**config.mk**
```make
export PLATFORM = sky130hd
export DESIGN_NAME = smram_guard
export DESIGN_NICKNAME = d
export VERILOG_FILES = /design/src/rtl/smram_pkg.sv /design/src/rtl/smram_cfg_bank.sv /design/src/rtl/smram_seg_decode.sv /design/src/rtl/smram_router.sv /design/src/rtl/smram_guard.sv
export SDC_FILE = /design/constraint.sdc
export NUM_CORES = 1
export LEC_CHECK = 0
export ABC_CLOCK_PERIOD_IN_PS = 5520
export BUFFER_PORTS_ARGS = -buffer_cell sky130_fd_sc_hd__buf_4
export CAP_MARGIN = 5
export CORE_MARGIN = 1
export CORE_UTILIZATION = 43
export DETAILED_ROUTE_END_ITERATION = 7
export PLACE_DENSITY = 0.83
export SLEW_MARGIN = 20
export SYNTH_ARGS = -nofsm -noshare
export SYNTH_HDL_FRONTEND = slang
export SYNTH_SLANG_ARGS = --single-unit
```
**constraint.sdc**
```tcl
create_clock -name clk -period 5.52 [get_ports clk]
set_input_delay 1.104 -clock clk [delete_from_list [all_inputs] [get_ports clk]]
set_output_delay 1.104 -clock clk [all_outputs]
set_load 0.1 [all_outputs]
```
**src/rtl/smram_pkg.sv**
```systemverilog
package smram_pkg;
  localparam int CFG_W  = 8;
  localparam int ADDR_W = 32;
  localparam int DATA_W = 32;

  // main register fields
  localparam int M_GLB = 0;
  localparam int M_LCK = 1;
  localparam int M_OPN = 2;
  // extended register fields
  localparam int X_TEN = 0;
  localparam int X_SZL = 1;
  localparam int X_SZH = 2;
  localparam int X_HIE = 3;

  localparam logic [ADDR_W-1:0] LOW_BASE = 32'h000A_0000;
  localparam logic [ADDR_W-1:0] HI_BASE  = 32'hFEDA_0000;
  localparam logic [ADDR_W-1:0] WIN_SPAN = 32'h0002_0000;

  typedef enum logic [2:0] {
    RT_DEFAULT   = 3'd0,
    RT_SMRAM     = 3'd1,
    RT_LEGACY    = 3'd2,
    RT_ALIAS     = 3'd3,
    RT_BLACKHOLE = 3'd4
  } route_e;

  function automatic logic [ADDR_W-1:0] seg_bytes(input logic en, input logic [1:0] code);
    logic [ADDR_W-1:0] r;
    r = '0;
    if (en) begin
      case (code)
        2'b00:   r = 32'h0010_0000;
        2'b01:   r = 32'h0020_0000;
        2'b10:   r = 32'h0080_0000;
        default: r = '0;
      endcase
    end
    return r;
  endfunction
endpackage

```
**src/rtl/smram_cfg_bank.sv**
```systemverilog
module smram_cfg_bank
  import smram_pkg::*;
#(
  parameter logic [CFG_W-1:0] MAIN_DEF   = 8'h00,
  parameter logic [CFG_W-1:0] MAIN_WMASK = 8'h07,
  parameter logic [CFG_W-1:0] MAIN_LMASK = 8'h00,
  parameter logic [CFG_W-1:0] EXT_DEF    = 8'h00,
  parameter logic [CFG_W-1:0] EXT_WMASK  = 8'h0F,
  parameter logic [CFG_W-1:0] EXT_LMASK  = 8'h00
) (
  input  logic             clk,
  input  logic             rst_n,
  input  logic             we,
  input  logic             sel,
  input  logic [CFG_W-1:0] wdata,
  output logic [CFG_W-1:0] main_q,
  output logic [CFG_W-1:0] ext_q
);
  localparam int NREG = 2;
  localparam logic [NREG-1:0][CFG_W-1:0] DEFS   = {EXT_DEF, MAIN_DEF};
  localparam logic [NREG-1:0][CFG_W-1:0] WMASKS = {EXT_WMASK, MAIN_WMASK};
  localparam logic [NREG-1:0][CFG_W-1:0] LMASKS = {EXT_LMASK, MAIN_LMASK};

  logic [CFG_W-1:0] reg_q [NREG];
  logic             locked;

  assign locked = reg_q[0][M_LCK];

  for (genvar g = 0; g < NREG; g++) begin : g_reg
    localparam bit IS_MAIN = (g == 0);
    logic [CFG_W-1:0] mask;
    logic [CFG_W-1:0] nxt;
    logic [CFG_W-1:0] q_r;
    logic             upd;

    always_comb begin
      mask = locked ? LMASKS[g] : WMASKS[g];
      upd  = we && (sel == g[0]);
      nxt  = (q_r & ~mask) | (wdata & mask);
      if (IS_MAIN && nxt[M_LCK]) begin
        nxt[M_OPN] = 1'b0;
      end
    end

    always_ff @(posedge clk or negedge rst_n) begin
      if (!rst_n) begin
        q_r <= DEFS[g];
      end else if (upd) begin
        q_r <= nxt;
      end
    end

    assign reg_q[g] = q_r;
  end

  assign main_q = reg_q[0];
  assign ext_q  = reg_q[1];
endmodule

```
**src/rtl/smram_seg_decode.sv**
```systemverilog
module smram_seg_decode
  import smram_pkg::*;
(
  input  logic              seg_en,
  input  logic [1:0]        seg_code,
  input  logic [ADDR_W-1:0] tolm,
  input  logic [ADDR_W-1:0] addr,
  output logic              hit
);
  logic [ADDR_W-1:0] size;
  logic [ADDR_W-1:0] base;

  always_comb begin
    size = seg_bytes(seg_en, seg_code);
    base = tolm - size;
    hit  = (size != '0) && (addr >= base) && (addr < tolm);
  end
endmodule

```
**src/rtl/smram_router.sv**
```systemverilog
module smram_router
  import smram_pkg::*;
(
  input  logic              smm,
  input  logic [ADDR_W-1:0] addr,
  input  logic              glb_en,
  input  logic              open,
  input  logic              hi_en,
  input  logic              seg_hit,
  output route_e            route
);
  logic in_low;
  logic in_hi;

  always_comb begin
    in_low = (addr >= LOW_BASE) && (addr < LOW_BASE + WIN_SPAN);
    in_hi  = (addr >= HI_BASE)  && (addr < HI_BASE + WIN_SPAN);
    route  = RT_DEFAULT;
    if (in_low) begin
      if (smm && glb_en && !hi_en)  route = RT_SMRAM;
      else if (open && !hi_en)      route = RT_SMRAM;
      else                          route = RT_LEGACY;
    end else if (in_hi) begin
      if (smm && glb_en && hi_en)   route = RT_ALIAS;
      else if (open && hi_en)       route = RT_ALIAS;
      else                          route = RT_DEFAULT;
    end else if (seg_hit) begin
      route = smm ? RT_SMRAM : RT_BLACKHOLE;
    end
  end
endmodule

```
**src/rtl/smram_guard.sv**
```systemverilog
module smram_guard
  import smram_pkg::*;
#(
  parameter logic [7:0] MAIN_DEF   = 8'h00,
  parameter logic [7:0] MAIN_WMASK = 8'h07,
  parameter logic [7:0] MAIN_LMASK = 8'h00,
  parameter logic [7:0] EXT_DEF    = 8'h00,
  parameter logic [7:0] EXT_WMASK  = 8'h0F,
  parameter logic [7:0] EXT_LMASK  = 8'h00,
  parameter int         RST_STAGES = 2
) (
  input  logic        clk,
  input  logic        rst_n,
  input  logic        cfg_we,
  input  logic        cfg_sel,
  input  logic [7:0]  cfg_wdata,
  output logic [7:0]  main_q,
  output logic [7:0]  ext_q,
  input  logic [31:0] tolm,
  input  logic [31:0] acc_addr,
  input  logic        acc_smm,
  input  logic        acc_wr,
  input  logic [2:0]  acc_bytes,
  output logic [2:0]  route,
  output logic [31:0] bh_rdata,
  output logic [3:0]  bh_be,
  output logic [31:0] bh_dw_addr,
  output logic        wr_drop
);
  localparam int BE_W = DATA_W / 8;

  // asynchronous assertion, synchronous release
  logic [RST_STAGES-1:0] rst_pipe_q;
  logic [RST_STAGES-1:0] rst_pipe_d;
  logic                  core_rst_n;

  always_comb rst_pipe_d = {rst_pipe_q[RST_STAGES-2:0], 1'b1};

  always_ff @(posedge clk or negedge rst_n) begin
    if (!rst_n) rst_pipe_q <= '0;
    else        rst_pipe_q <= rst_pipe_d;
  end

  assign core_rst_n = rst_pipe_q[RST_STAGES-1];

  smram_cfg_bank #(
    .MAIN_DEF(MAIN_DEF), .MAIN_WMASK(MAIN_WMASK), .MAIN_LMASK(MAIN_LMASK),
    .EXT_DEF(EXT_DEF),   .EXT_WMASK(EXT_WMASK),   .EXT_LMASK(EXT_LMASK)
  ) u_bank (
    .clk(clk), .rst_n(core_rst_n), .we(cfg_we), .sel(cfg_sel),
    .wdata(cfg_wdata), .main_q(main_q), .ext_q(ext_q)
  );

  logic seg_hit;

  smram_seg_decode u_seg (
    .seg_en(ext_q[X_TEN]), .seg_code(ext_q[X_SZH:X_SZL]),
    .tolm(tolm), .addr(acc_addr), .hit(seg_hit)
  );

  route_e rt;

  smram_router u_rt (
    .smm(acc_smm), .addr(acc_addr), .glb_en(main_q[M_GLB]),
    .open(main_q[M_OPN]), .hi_en(ext_q[X_HIE]), .seg_hit(seg_hit), .route(rt)
  );

  logic is_bh;
  logic size_ok;

  always_comb begin
    is_bh      = (rt == RT_BLACKHOLE);
    size_ok    = (acc_bytes != 3'd0) && (acc_bytes <= 3'(BE_W));
    route      = rt;
    bh_rdata   = is_bh ? {DATA_W{1'b1}} : '0;
    bh_be      = (is_bh && size_ok) ? {BE_W{1'b1}} : '0;
    bh_dw_addr = is_bh ? {acc_addr[ADDR_W-1:2], 2'b00} : '0;
    wr_drop    = is_bh && acc_wr;
  end
endmodule

```
==> results of run 1 <==
==> area by class of cell <==
type	count	area (µm²)	area share
inverters	38	143	0.0394
multi-input cells	230	1770	0.490
repair buffers	163	1340	0.371
flip-flops and latches	9	225	0.0623
clock buffers	4	45.0	0.0125
well taps	72	90.1	0.0249
==> final timing paths <==
kind                                        from                to  depth (start not counted)
worst max-delay path                    tolm[20]    bh_dw_addr[10]                         19
worst min-delay path               rst_pipe_q[1]  u_bank.main_q[2]                          0
worst max register to register  u_bank.main_q[1]              flop                          2
worst min register to register     rst_pipe_q[1]  u_bank.main_q[2]                          0
max in group asynchronous                  rst_n     rst_pipe_q[1]                          1
min in group clk                   rst_pipe_q[0]     rst_pipe_q[1]                          0
==> kinds of logic (layout without fill, tap and decap cells) <==
kind of cell | count (synthesis) | count (layout)
buf+inv | 91 | 205
simple gates | 107 | 107
xor+xnor | 9 | 9
flops | 9 | 9
fa+ha+maj | 48 | 48
mux | 4 | 4
compound gates | 50 | 50
other cells | 2 | 12
==> layout by cell type (no fill, tap or decap), drive strengths merged <==
master	Yosys	layout
buf	53	163
ha	47	47
inv	38	38
and2	31	31
nand2	24	24
a21oi	22	22
conb	2	12
nor2	11	11
o21ai	11	11
nand4	10	10
dfrtp	9	9
nor4	9	9
xnor2	7	7
nor3	6	6
mux2	4	4
o21a	4	4
clkbuf	0	4
nor2b	3	3
nand3b	3	3
nand2b	3	3
xor2	2	2
nand3	2	2
and4	2	2
a311oi	2	2
a211oi	2	2
a31oi	1	1
nor3b	1	1
o211ai	1	1
o2111a	1	1
a221o	1	1
a211o	1	1
a2bb2oi	1	1
o2111ai	1	1
or3	1	1
and3	1	1
o21bai	1	1
a22o	1	1
fa	1	1
==> power by group through the flow <==
stage	registers, mW	clock network (mW)	logic (mW)
finish	0.0951	0.0752	0.658
global route	0.0976	0.0813	0.694
CTS	0.0951	0.0769	0.645
detailed placement	0.0956	0	0.644
global placement	0.0947	0	0.631
floorplan	0.126	0	0.487
==> routing by layer <==
metal / up-vias / share of wire / GRT usage
met5: - / 0 / 0
met4: 0 / 0.013 / 0.0593
met3: 8 / 0.077 / 0.0353
met2: 99 / 0.53 / 0.410
met1: 1142 / 0.38 / 0.226
li1: 1283 / - / -
==> critical path: cells and delay by family <==
family	cells	cell delay, ns
buffers and inverters	6	0.72
xor gates and xnor gates	1	0.16
AOI/OAI and AO/OA	5	0.96
adders and majority gates	3	0.75
and+or+nand+nor	4	0.54
==> metrics by stage <==
stage           util  hold slack (ns)  setup slack (ns)  TNS [ns]
2_1_floorplan      -           0.0815           0.00954         0
3_3_place_gp   0.622            0.103            0.0514         0
3_5_place_dp   0.622            0.112           -0.0244   -0.0577
4_1_cts        0.630            0.116            0.0414         0
5_1_grt        0.653            0.140           0.00797         0
6_report       0.653            0.102             0.170         0
==> reports/results.ini, run 1 <==
[status]
outcome=complete, no violations

[logic_synthesis]
syn_inst=320
synth_largest_area_cell=ha_1
synth_cell_types=43
async_flop_share=1.00
synth_ff_type=dfrtp_1
yosys.area_share.adder=0.245
ys_warn_count=0
muxShareOfSynthArea=0.0182
synth_area_leaders=ha_1 24%, buf_4 15%, dfrtp_1 9.1%, and2_4 7.8%, inv_1 5.8%
synth_top_family_by_area=simple AND/OR/NAND/NOR gates
synth_edf_count=0
netlist_top_cells_count=50 x buf_4, 47 x ha_1, 38 x inv_1
yosysSeqAreaShare=0.0909
syn_area_per_cell_um2=7.75
post-synth-top-count-cell=buf_4
synth_top_area_frac=0.237
syn-cell-area_um2=2480
synth-simple-area-share=0.262
synthXorXnorAreaFrac=0.0318
synth-compound-area-share=0.126
ys_ff_latch=9

[clock_network]
clk_pin_slew_worst_paths_ns=0.04
cts_buffer_depth=2
h-tree-depth=1
cts_tree=done
post_cts_buffers=0
numCtsBuffers=3
clkLatencyLatePin_ns=0.23
ctsHoldBuffers=0
cts_root_buffer=clkbuf_8
cts_resized=1
cts_sinks=9

[critical_path]
path_max_fanout=16
critPathSlowestCell=fa_2
critical_path_class=input pin to output port
crit_chain=buf_4 -> inv_1 -> ha_1 -> inv_1 -> fa_2 -> o21ai_2 -> buf_4 -> nand2_1 -> nor4_2 -> xnor2_1 -> ha_1 -> nor2b_1 -> o21ai_0 -> o21ai_0 -> a211o_1 -> o21a_4 -> buf_12 -> and2_1 -> buf_6
critPathLaunchType=input pin
cp.required_ns=4.42
slowest_delay_ns=0.35
endpoint_kind=output port
r2r_slack_ns=4.40
critPathArrivalTime_ns=4.25

[drt]
routed_wl_um=6700
ant_nets=0
firstDrtPassIters=4
avgRoutedWirePerCell_um=13.0
detail_route.vias_per_cell=4.91
drc=0
dr_total_vias=2532
drtIter0Drc=62

[power_and_ir_drop]
ir_drop_uv=302
totalPowerFinal_uw=829
combPwrFrac=0.794
p_leak_nw=1.95
pwr-share-seq=0.115
switchingPower_uw=509
p_int_uw=320
p_sw_frac=0.614
pwr-share-clk=0.091
power_density_nw_per_um2=229

[grt]
gr-total-overflow=0
grt_pass1_vias=2336
track_usage=0.209
grt_max_degree=33
antenna_found_initial=0
grt_pass1_wl_um=10300

[sta]
rsz0062_at_grt=false
period_minus_slack_ns=5.35
min_period_over_period=0.969
final_hold_viol_count=0
slew_viol_final=0
relSlewSlack=0.646
worst_slew_pin_slew_ns=0.526
max_freq_mhz=187
finalSetupViolCount=0
skew_ns=0.000160

[layout]
drive_above_1_share=0.455
fill_cells=465
diodes=0
syn_to_final_growth_pct=45.9
stdcell_area_um2=3620
layoutNonFillerInstCount=516
nets=574

[placement]
hpwl_um=5810
io_buffers=153
finalWeightedCongestion=0.915
dp.cells=512
dpl_cell_area_um2=3450

[floorplan]
chipHeight_um=77.9
ios=169
fp.dieW_um=77.9
die_area_um2=6070
core_area_um2=5540
fp-row-count=27
start_util=0.447

[run]
maxCapViolations=0

[worst_hold_path]
hp-class=flop to asynchronous set/reset pin

No activity file was read; power rests on OpenSTA's default activity.
==> run 2: changes to the inputs <==
- HOLD_SLACK_MARGIN: default -> 0.12
==> run 2 against run 1 <==
  * Utilization rose by 0.18 points
  * Register-to-register slack is essentially flat
  * Die area did not move
  * Fmax about the same
  * Critical path depth stayed put
  * Sequential share of layout area hardly changed
  * Clock skew is essentially flat
  * Combinational power about the same
  * Final area increased by 0.28%
  * Critical path type unchanged
  * Critical endpoint unchanged
  * Largest cell class unchanged
  * Highest routed layer unchanged
==> reports/results.ini, run 2 (synthesis results as in run 1) <==
[status]
outcome=complete, no violations

[grt]
grt_max_degree=33  ; unchanged
grt_pass1_wl_um=10400  ; +0.26%
track_usage=0.209  ; +0.000494
antenna_found_initial=0  ; unchanged
grt_pass1_vias=2344  ; +0.34%
gr-total-overflow=0  ; unchanged

[sta]
period_minus_slack_ns=5.35  ; +0.00442 ns
worst_slew_pin_slew_ns=0.526  ; -0.0000109 ns
max_freq_mhz=187  ; about the same
slew_viol_final=0  ; unchanged
rsz0062_at_grt=false
final_hold_viol_count=0  ; unchanged
skew_ns=0.000447  ; +0.000286 ns
relSlewSlack=0.646  ; about the same
min_period_over_period=0.970  ; about the same
finalSetupViolCount=0  ; unchanged
whs_ns=0.353  ; +0.251 ns

[floorplan]
fp.dieW_um=77.9  ; unchanged
fp-row-count=27  ; unchanged
die_area_um2=6070  ; unchanged
core_area_um2=5540  ; unchanged
chipHeight_um=77.9  ; unchanged
start_util=0.447  ; unchanged
ios=169  ; unchanged

[power_and_ir_drop]
switchingPower_uw=510  ; +0.11%
pwr-share-clk=0.091  ; about the same
pwr-share-seq=0.114  ; about the same
power_density_nw_per_um2=229  ; -0.15%
p_int_uw=320  ; +0.16%
combPwrFrac=0.795  ; about the same
ir_drop_uv=302  ; about the same
p_leak_nw=1.95  ; +0.21%
p_sw_frac=0.614  ; about the same

[critical_path]
cp-startpoint=tolm[20]
critPathLaunchType=input pin
critPathSlowestCell=fa_2
critPathArrivalTime_ns=4.25  ; about the same
cp.required_ns=4.42  ; about the same
path_buf_inv=6  ; unchanged
endpoint_kind=output port
slowest_delay_ns=0.35  ; about the same
critical_path_class=input pin to output port
rr_startpoint=u_bank.main_q[1]
crit_family=compound AO/OA/AOI/OAI gates
path_max_fanout=16  ; unchanged
crit_chain=buf_4 -> inv_1 -> ha_1 -> inv_1 -> fa_2 -> o21ai_2 -> buf_4 -> nand2_1 -> nor4_2 -> xnor2_1 -> ha_1 -> nor2b_1 -> o21ai_0 -> o21ai_0 -> a211o_1 -> o21a_4 -> buf_12 -> and2_1 -> buf_6

[drt]
avgRoutedWirePerCell_um=13.0  ; +0.30%
routed_wl_um=6730  ; +0.49%
ant_nets=0  ; unchanged
detail_route.vias_per_cell=4.91  ; about the same
drc=0  ; unchanged
firstDrtPassIters=4  ; unchanged
dr_total_vias=2536  ; +0.16%
drtIter0Drc=70  ; +13%

[clock_network]
clk_pin_slew_worst_paths_ns=0.04  ; about the same
cts_sinks=9  ; unchanged
cts_tree=done
clkLatencyLatePin_ns=0.23  ; about the same
cts_buffer_depth=2  ; unchanged
cts_root_buffer=clkbuf_8
numCtsBuffers=3  ; unchanged
h-tree-depth=1  ; unchanged

[run]
maxCapViolations=0  ; unchanged

[layout]
nets=575  ; +0.17%
layout_commonest_cell=buf_4
layoutNonFillerInstCount=517  ; +0.19%
diodes=0  ; unchanged
syn_to_final_growth_pct=46.3
drive_above_1_share=0.454  ; -0.00102
final_cell_mix=136 x buf_4, 47 x ha_1, 38 x inv_1

[worst_hold_path]
hp-start=rst_pipe_q[0]
hp-class=flop to flop

[placement]
hpwl_um=5810  ; unchanged
dp.cells=512  ; unchanged
io_buffers=153  ; unchanged
finalWeightedCongestion=0.915  ; unchanged

[run 2: cell types whose count changed in the layout (fill, tap and decap cells not counted), sizes merged]
cell,before,now
dlygate4sd3,0,1
[run 2: area by class of cell]
class	instances	area, µm²
sequential	9	225
multi-input combinational	230	1770
inverter	38	143
tap	72	90.1
clock buffer	4	45.0
timing repair buffer	164	1350
fill	464	1910
[run 2: per-layer routing]
layer | up-vias | routed length [µm] | track usage
li1 | 1286 | - | -
met1 | 1141 | 2590 | 0.227
met2 | 100 | 3530 | 0.411
met3 | 9 | 509 | 0.0353
met4 | 0 | 96 | 0.0593
met5 | - | 0 | 0
[run 2: metrics by stage]
stage / setup WS, ns / cell area (µm²) / power, mW / setup TNS (ns) / utilization
2_1_floorplan: 0.00954 / 2520 / 0.613 / 0 / -
3_3_place_gp: 0.0514 / 3450 / 0.726 / 0 / 0.622
3_5_place_dp: -0.0244 / 3450 / 0.739 / -0.0577 / 0.622
4_1_cts: 0.0414 / 3500 / 0.818 / 0 / 0.632
5_1_grt: 0.00797 / 3630 / 0.873 / 0 / 0.654
6_report: 0.166 / 3630 / 0.830 / 0 / 0.654
[run 2: power by group through the flow]
stage	Clock (mW)	Combinational (mW)	Sequential [mW]
floorplan	0	0.487	0.126
global placement	0	0.631	0.0947
finish	0.0754	0.660	0.0945
CTS	0.0769	0.647	0.0942
global route	0.0813	0.695	0.0966
detailed placement	0	0.644	0.0956
[run 2: worst reg2reg max path, stage by stage, from the launching register on]
cell      delay, ns
dfrtp_1        0.41
nand3b_1       0.27
mux2_2         0.32
[run 2: timing repair]
action	CTS	global route
endpoints found under the setup margin	6	69
buffers inserted	0	0
hold buffers	1	0
gates resized for setup	1	31
endpoints found under the hold margin	7	0
[run 2: worst paths after layout]
kind,cells past startpoint,endpoint,slack [ns]
min reg2reg,0,rst_pipe_q[1],0.35
min in group asynchronous,1,rst_pipe_q[0],0.64
min,0,rst_pipe_q[1],0.35
max reg2reg,2,flop,4.40
max in group asynchronous,1,asynchronous set/reset pin,4.62
max,19,bh_dw_addr[10],0.17
==> run 3: changes to the inputs <==
- ABC_AREA: default -> 1
- CORE_UTILIZATION: 43 -> 44
==> run 3 against run 2 <==
  * The run now ends with negative setup slack left
  * Combinational power fell by 68%
  * Wire length increased by 37%
  * Non-clock buffer count up 9
  * Global-route usage grew 1.3 points
  * Utilization grew 14 points
  * Critical path depth is 4 higher
  * Clock power shrank 1%
  * Setup slack got worse by 0.28 ns
  * Flip-flop and latch count stayed put
  * Synthesized area increased by 6.5%
  * Fmax is 5.0% lower
  * Largest cell class unchanged
==> reports/results.ini, run 3 <==
[status]
outcome=complete, but fails checks
violations=negative setup slack

[grt]
grt_max_degree=33  ; unchanged
grt_pass1_wl_um=11400  ; +9.5%
track_usage=0.222  ; +0.0129
antenna_found_initial=0  ; unchanged
grt_pass1_vias=2658  ; +13%
gr-total-overflow=0  ; unchanged

[floorplan]
start_util=0.468  ; +0.0204
core_area_um2=5640  ; +1.8%
fp-row-count=27  ; unchanged
die_area_um2=6310  ; +3.9%
chipHeight_um=79.4  ; +2.0%
fp.dieW_um=79.4  ; +2.0%
ios=169  ; unchanged

[clock_network]
cts_sinks=9  ; unchanged
clk_pin_slew_worst_paths_ns=0.04  ; about the same
cts_root_buffer=clkbuf_8
cts_buffer_depth=2  ; unchanged
clkLatencyLatePin_ns=0.23  ; about the same
h-tree-depth=1  ; unchanged
cts_tree=done
numCtsBuffers=3  ; unchanged

[logic_synthesis]
ys_warn_count=0  ; unchanged
synth_largest_area_cell=ha_1
syn-cell-area_um2=2640  ; +6.5%
synth_area_leaders=ha_1 22%, buf_4 14%, inv_1 14%, nand2_1 10%, dfrtp_1 8.5%
synth_top_area_frac=0.223  ; -0.0144
post-synth-top-count-cell=inv_1
yosysSeqAreaShare=0.0853  ; -0.00551
synth_ff_type=dfrtp_1
async_flop_share=1.00  ; unchanged
netlist_top_cells_count=97 x inv_1, 72 x nand2_1, 50 x buf_4
ys_ff_latch=9  ; unchanged
synth_edf_count=0  ; unchanged
syn_inst=414  ; +29%
synth_cell_types=30  ; -30%
syn_area_per_cell_um2=6.37  ; -18%

[layout]
multiInputGateArea_um2=1890  ; +6.7%
postLayoutCoreUtil=0.794  ; +0.139
layout_commonest_cell=buf_4
diodes=0  ; unchanged
drive_above_1_share=0.420  ; -0.0342
syn_to_final_growth_pct=69.7
ff_latch_area_um2=226  ; +0.56%
nets=678  ; +18%
layoutNonFillerInstCount=620  ; +20%
fill_cells=345  ; -26%
final_cell_mix=126 x buf_4, 94 x inv_1, 69 x nand2_1

[sta]
max_freq_mhz=177  ; -5.0%
final_hold_viol_count=0  ; unchanged
slew_viol_final=0  ; unchanged
min_period_over_period=1.02  ; +0.0510
whs_ns=0.348  ; -0.00517 ns
rsz0062_at_grt=true
finalSetupViolCount=41  ; +41
period_minus_slack_ns=5.64  ; +0.282 ns
fin_ws_ns=-0.116  ; -0.282 ns
fin_setup_tns_ns=-1.86  ; -1.86 ns
skew_ns=0.000778  ; +0.000332 ns

[power_and_ir_drop]
pwr-share-clk=0.211  ; +0.120
p_leak_nw=2.49  ; +27%
power_density_nw_per_um2=78.8  ; -66%
switchingPower_uw=151  ; -70%
p_sw_frac=0.427  ; -0.187
p_int_uw=202  ; -37%
combPwrFrac=0.599  ; -0.196
pwr-share-seq=0.190  ; +0.076
ir_drop_uv=150  ; -50%

[placement]
hpwl_um=6020  ; +3.6%
preCtsSetupSlack_ns=-0.127  ; -0.103 ns
io_buffers=153  ; unchanged
finalWeightedCongestion=0.857  ; -6.3%
dp.cells=604  ; +18%

[critical_path]
rr_startpoint=u_bank.main_q[1]
crit_chain=buf_6 -> inv_12 -> ha_4 -> inv_2 -> fa_2 -> o21ai_2 -> nand2_2 -> nor3_4 -> nand3_2 -> nor3_2 -> xor2_1 -> inv_1 -> ha_4 -> nand4_1 -> nor2_2 -> and3_4 -> nand2_4 -> nand3_4 -> nand3_4 -> buf_4 -> buf_16 -> nor2_2 -> buf_12
cp.depth=23  ; +4
critPathSlowestCell=fa_2
worst-r2r-cell-count=3  ; +1
r2r_slack_ns=4.43  ; +0.03 ns
cp-startpoint=tolm[20]
endpoint_kind=output port
critPathArrivalTime_ns=4.53  ; +0.28 ns
path_max_fanout=7  ; -9
crit_path_end=bh_dw_addr[5]
critPathLaunchType=input pin
path_buf_inv=7  ; +1
slowest_delay_ns=0.34  ; about the same
crit_family=simple AND/OR/NAND/NOR gates
critical_path_class=input pin to output port
cp.required_ns=4.42  ; about the same

[drt]
detail_route.vias_per_cell=4.89  ; -0.40%
drc=0  ; unchanged
drtIter0Drc=130  ; +86%
routed_wl_um=9220  ; +37%
avgRoutedWirePerCell_um=14.9  ; +14%
firstDrtPassIters=4  ; unchanged
ant_nets=0  ; unchanged
dr_total_vias=3029  ; +19%

[run]
maxCapViolations=0  ; unchanged

[worst_hold_path]
hp-class=flop to flop

run 3: cell count changes after synthesis, sizes merged, moves of 3 or more:
cell and delta:
and2 -31, inv +59, mux2 -3, nand2 +48, nand2b -3, nand3 +12, nand4 -3, nor2 +44
nor2b -3, nor4 -6, o21ai -4, xnor2 -6, xor2 +8
run 3: metrics by stage:
stage | instance area (µm²) | power [mW]
6_report | 4480 | 0.353
5_1_grt | 4480 | 0.383
4_1_cts | 3920 | 0.339
3_5_place_dp | 3710 | 0.258
3_3_place_gp | 3710 | 0.252
2_1_floorplan | 3000 | 0.191
run 3: area by class of cell:
type / instances / area share
multi-input cells: 265 / 0.422
repair buffers: 173 / 0.413
inverters: 97 / 0.0849
flip-flops and latches: 9 / 0.0506
well taps: 72 / 0.0201
clock buffers: 4 / 0.0101
run 3: layer usage:
metal	wire (µm)	track usage
met5	0	0
met4	467	0.0582
met3	674	0.0286
met2	4890	0.442
met1	3180	0.241
run 3: cell families (layout without fill, tap and decap cells):
kind of cell,Yosys count,in the layout,share of synthesized area
and+or+nand+nor,161,161,0.281
buffers and inverters,150,274,0.293
adders and majority gates,48,48,0.230
AOI/OAI and AO/OA,32,32,0.0664
xor gates and xnor gates,11,11,0.0365
DFF,9,9,0.0854
other,2,12,0.00285
muxes,1,1,0.00427
run 3: how the worst min path moves through the flow:
stage,start,end,slack (ns),cells after the start
after floorplan,rst_pipe_q[1],asynchronous set/reset pin,0.08,0
after global placement,rst_pipe_q[1],u_bank.main_q[1],0.11,0
after detailed placement,rst_pipe_q[1],u_bank.main_q[1],0.11,0
after CTS,rst_pipe_q[0],rst_pipe_q[1],0.35,0
after global routing,rst_pipe_q[0],rst_pipe_q[1],0.36,0
final,rst_pipe_q[0],rst_pipe_q[1],0.35,0
run 3: what timing repair did:
| action | CTS | global route |
|---|---|---|
| cloned | 1 | 0 |
| buffers inserted | 2 | 8 |
| hold endpoints to repair | 7 | 0 |
| pin swaps | 2 | 13 |
| hold buffers | 1 | 0 |
| gates resized for setup | 25 | 118 |
| setup endpoints to repair | 68 | 69 |
run 3: worst register-to-register path: cells and delay by family (launching register included):
kind | cells | cell delay (ns)
mux | 1 | 0.33
flops | 1 | 0.37
buf+inv | 1 | 0.08
simple gates | 1 | 0.19
run 3: power groups by stage:
stage                     clock network, mW  registers (mW)  logic (mW)
after floorplan                           0          0.0687       0.123
after global placement                    0          0.0689       0.183
after detailed placement                  0          0.0690       0.189
after CTS                            0.0771          0.0671       0.195
after global routing                 0.0828          0.0671       0.234
final                                0.0743          0.0671       0.211
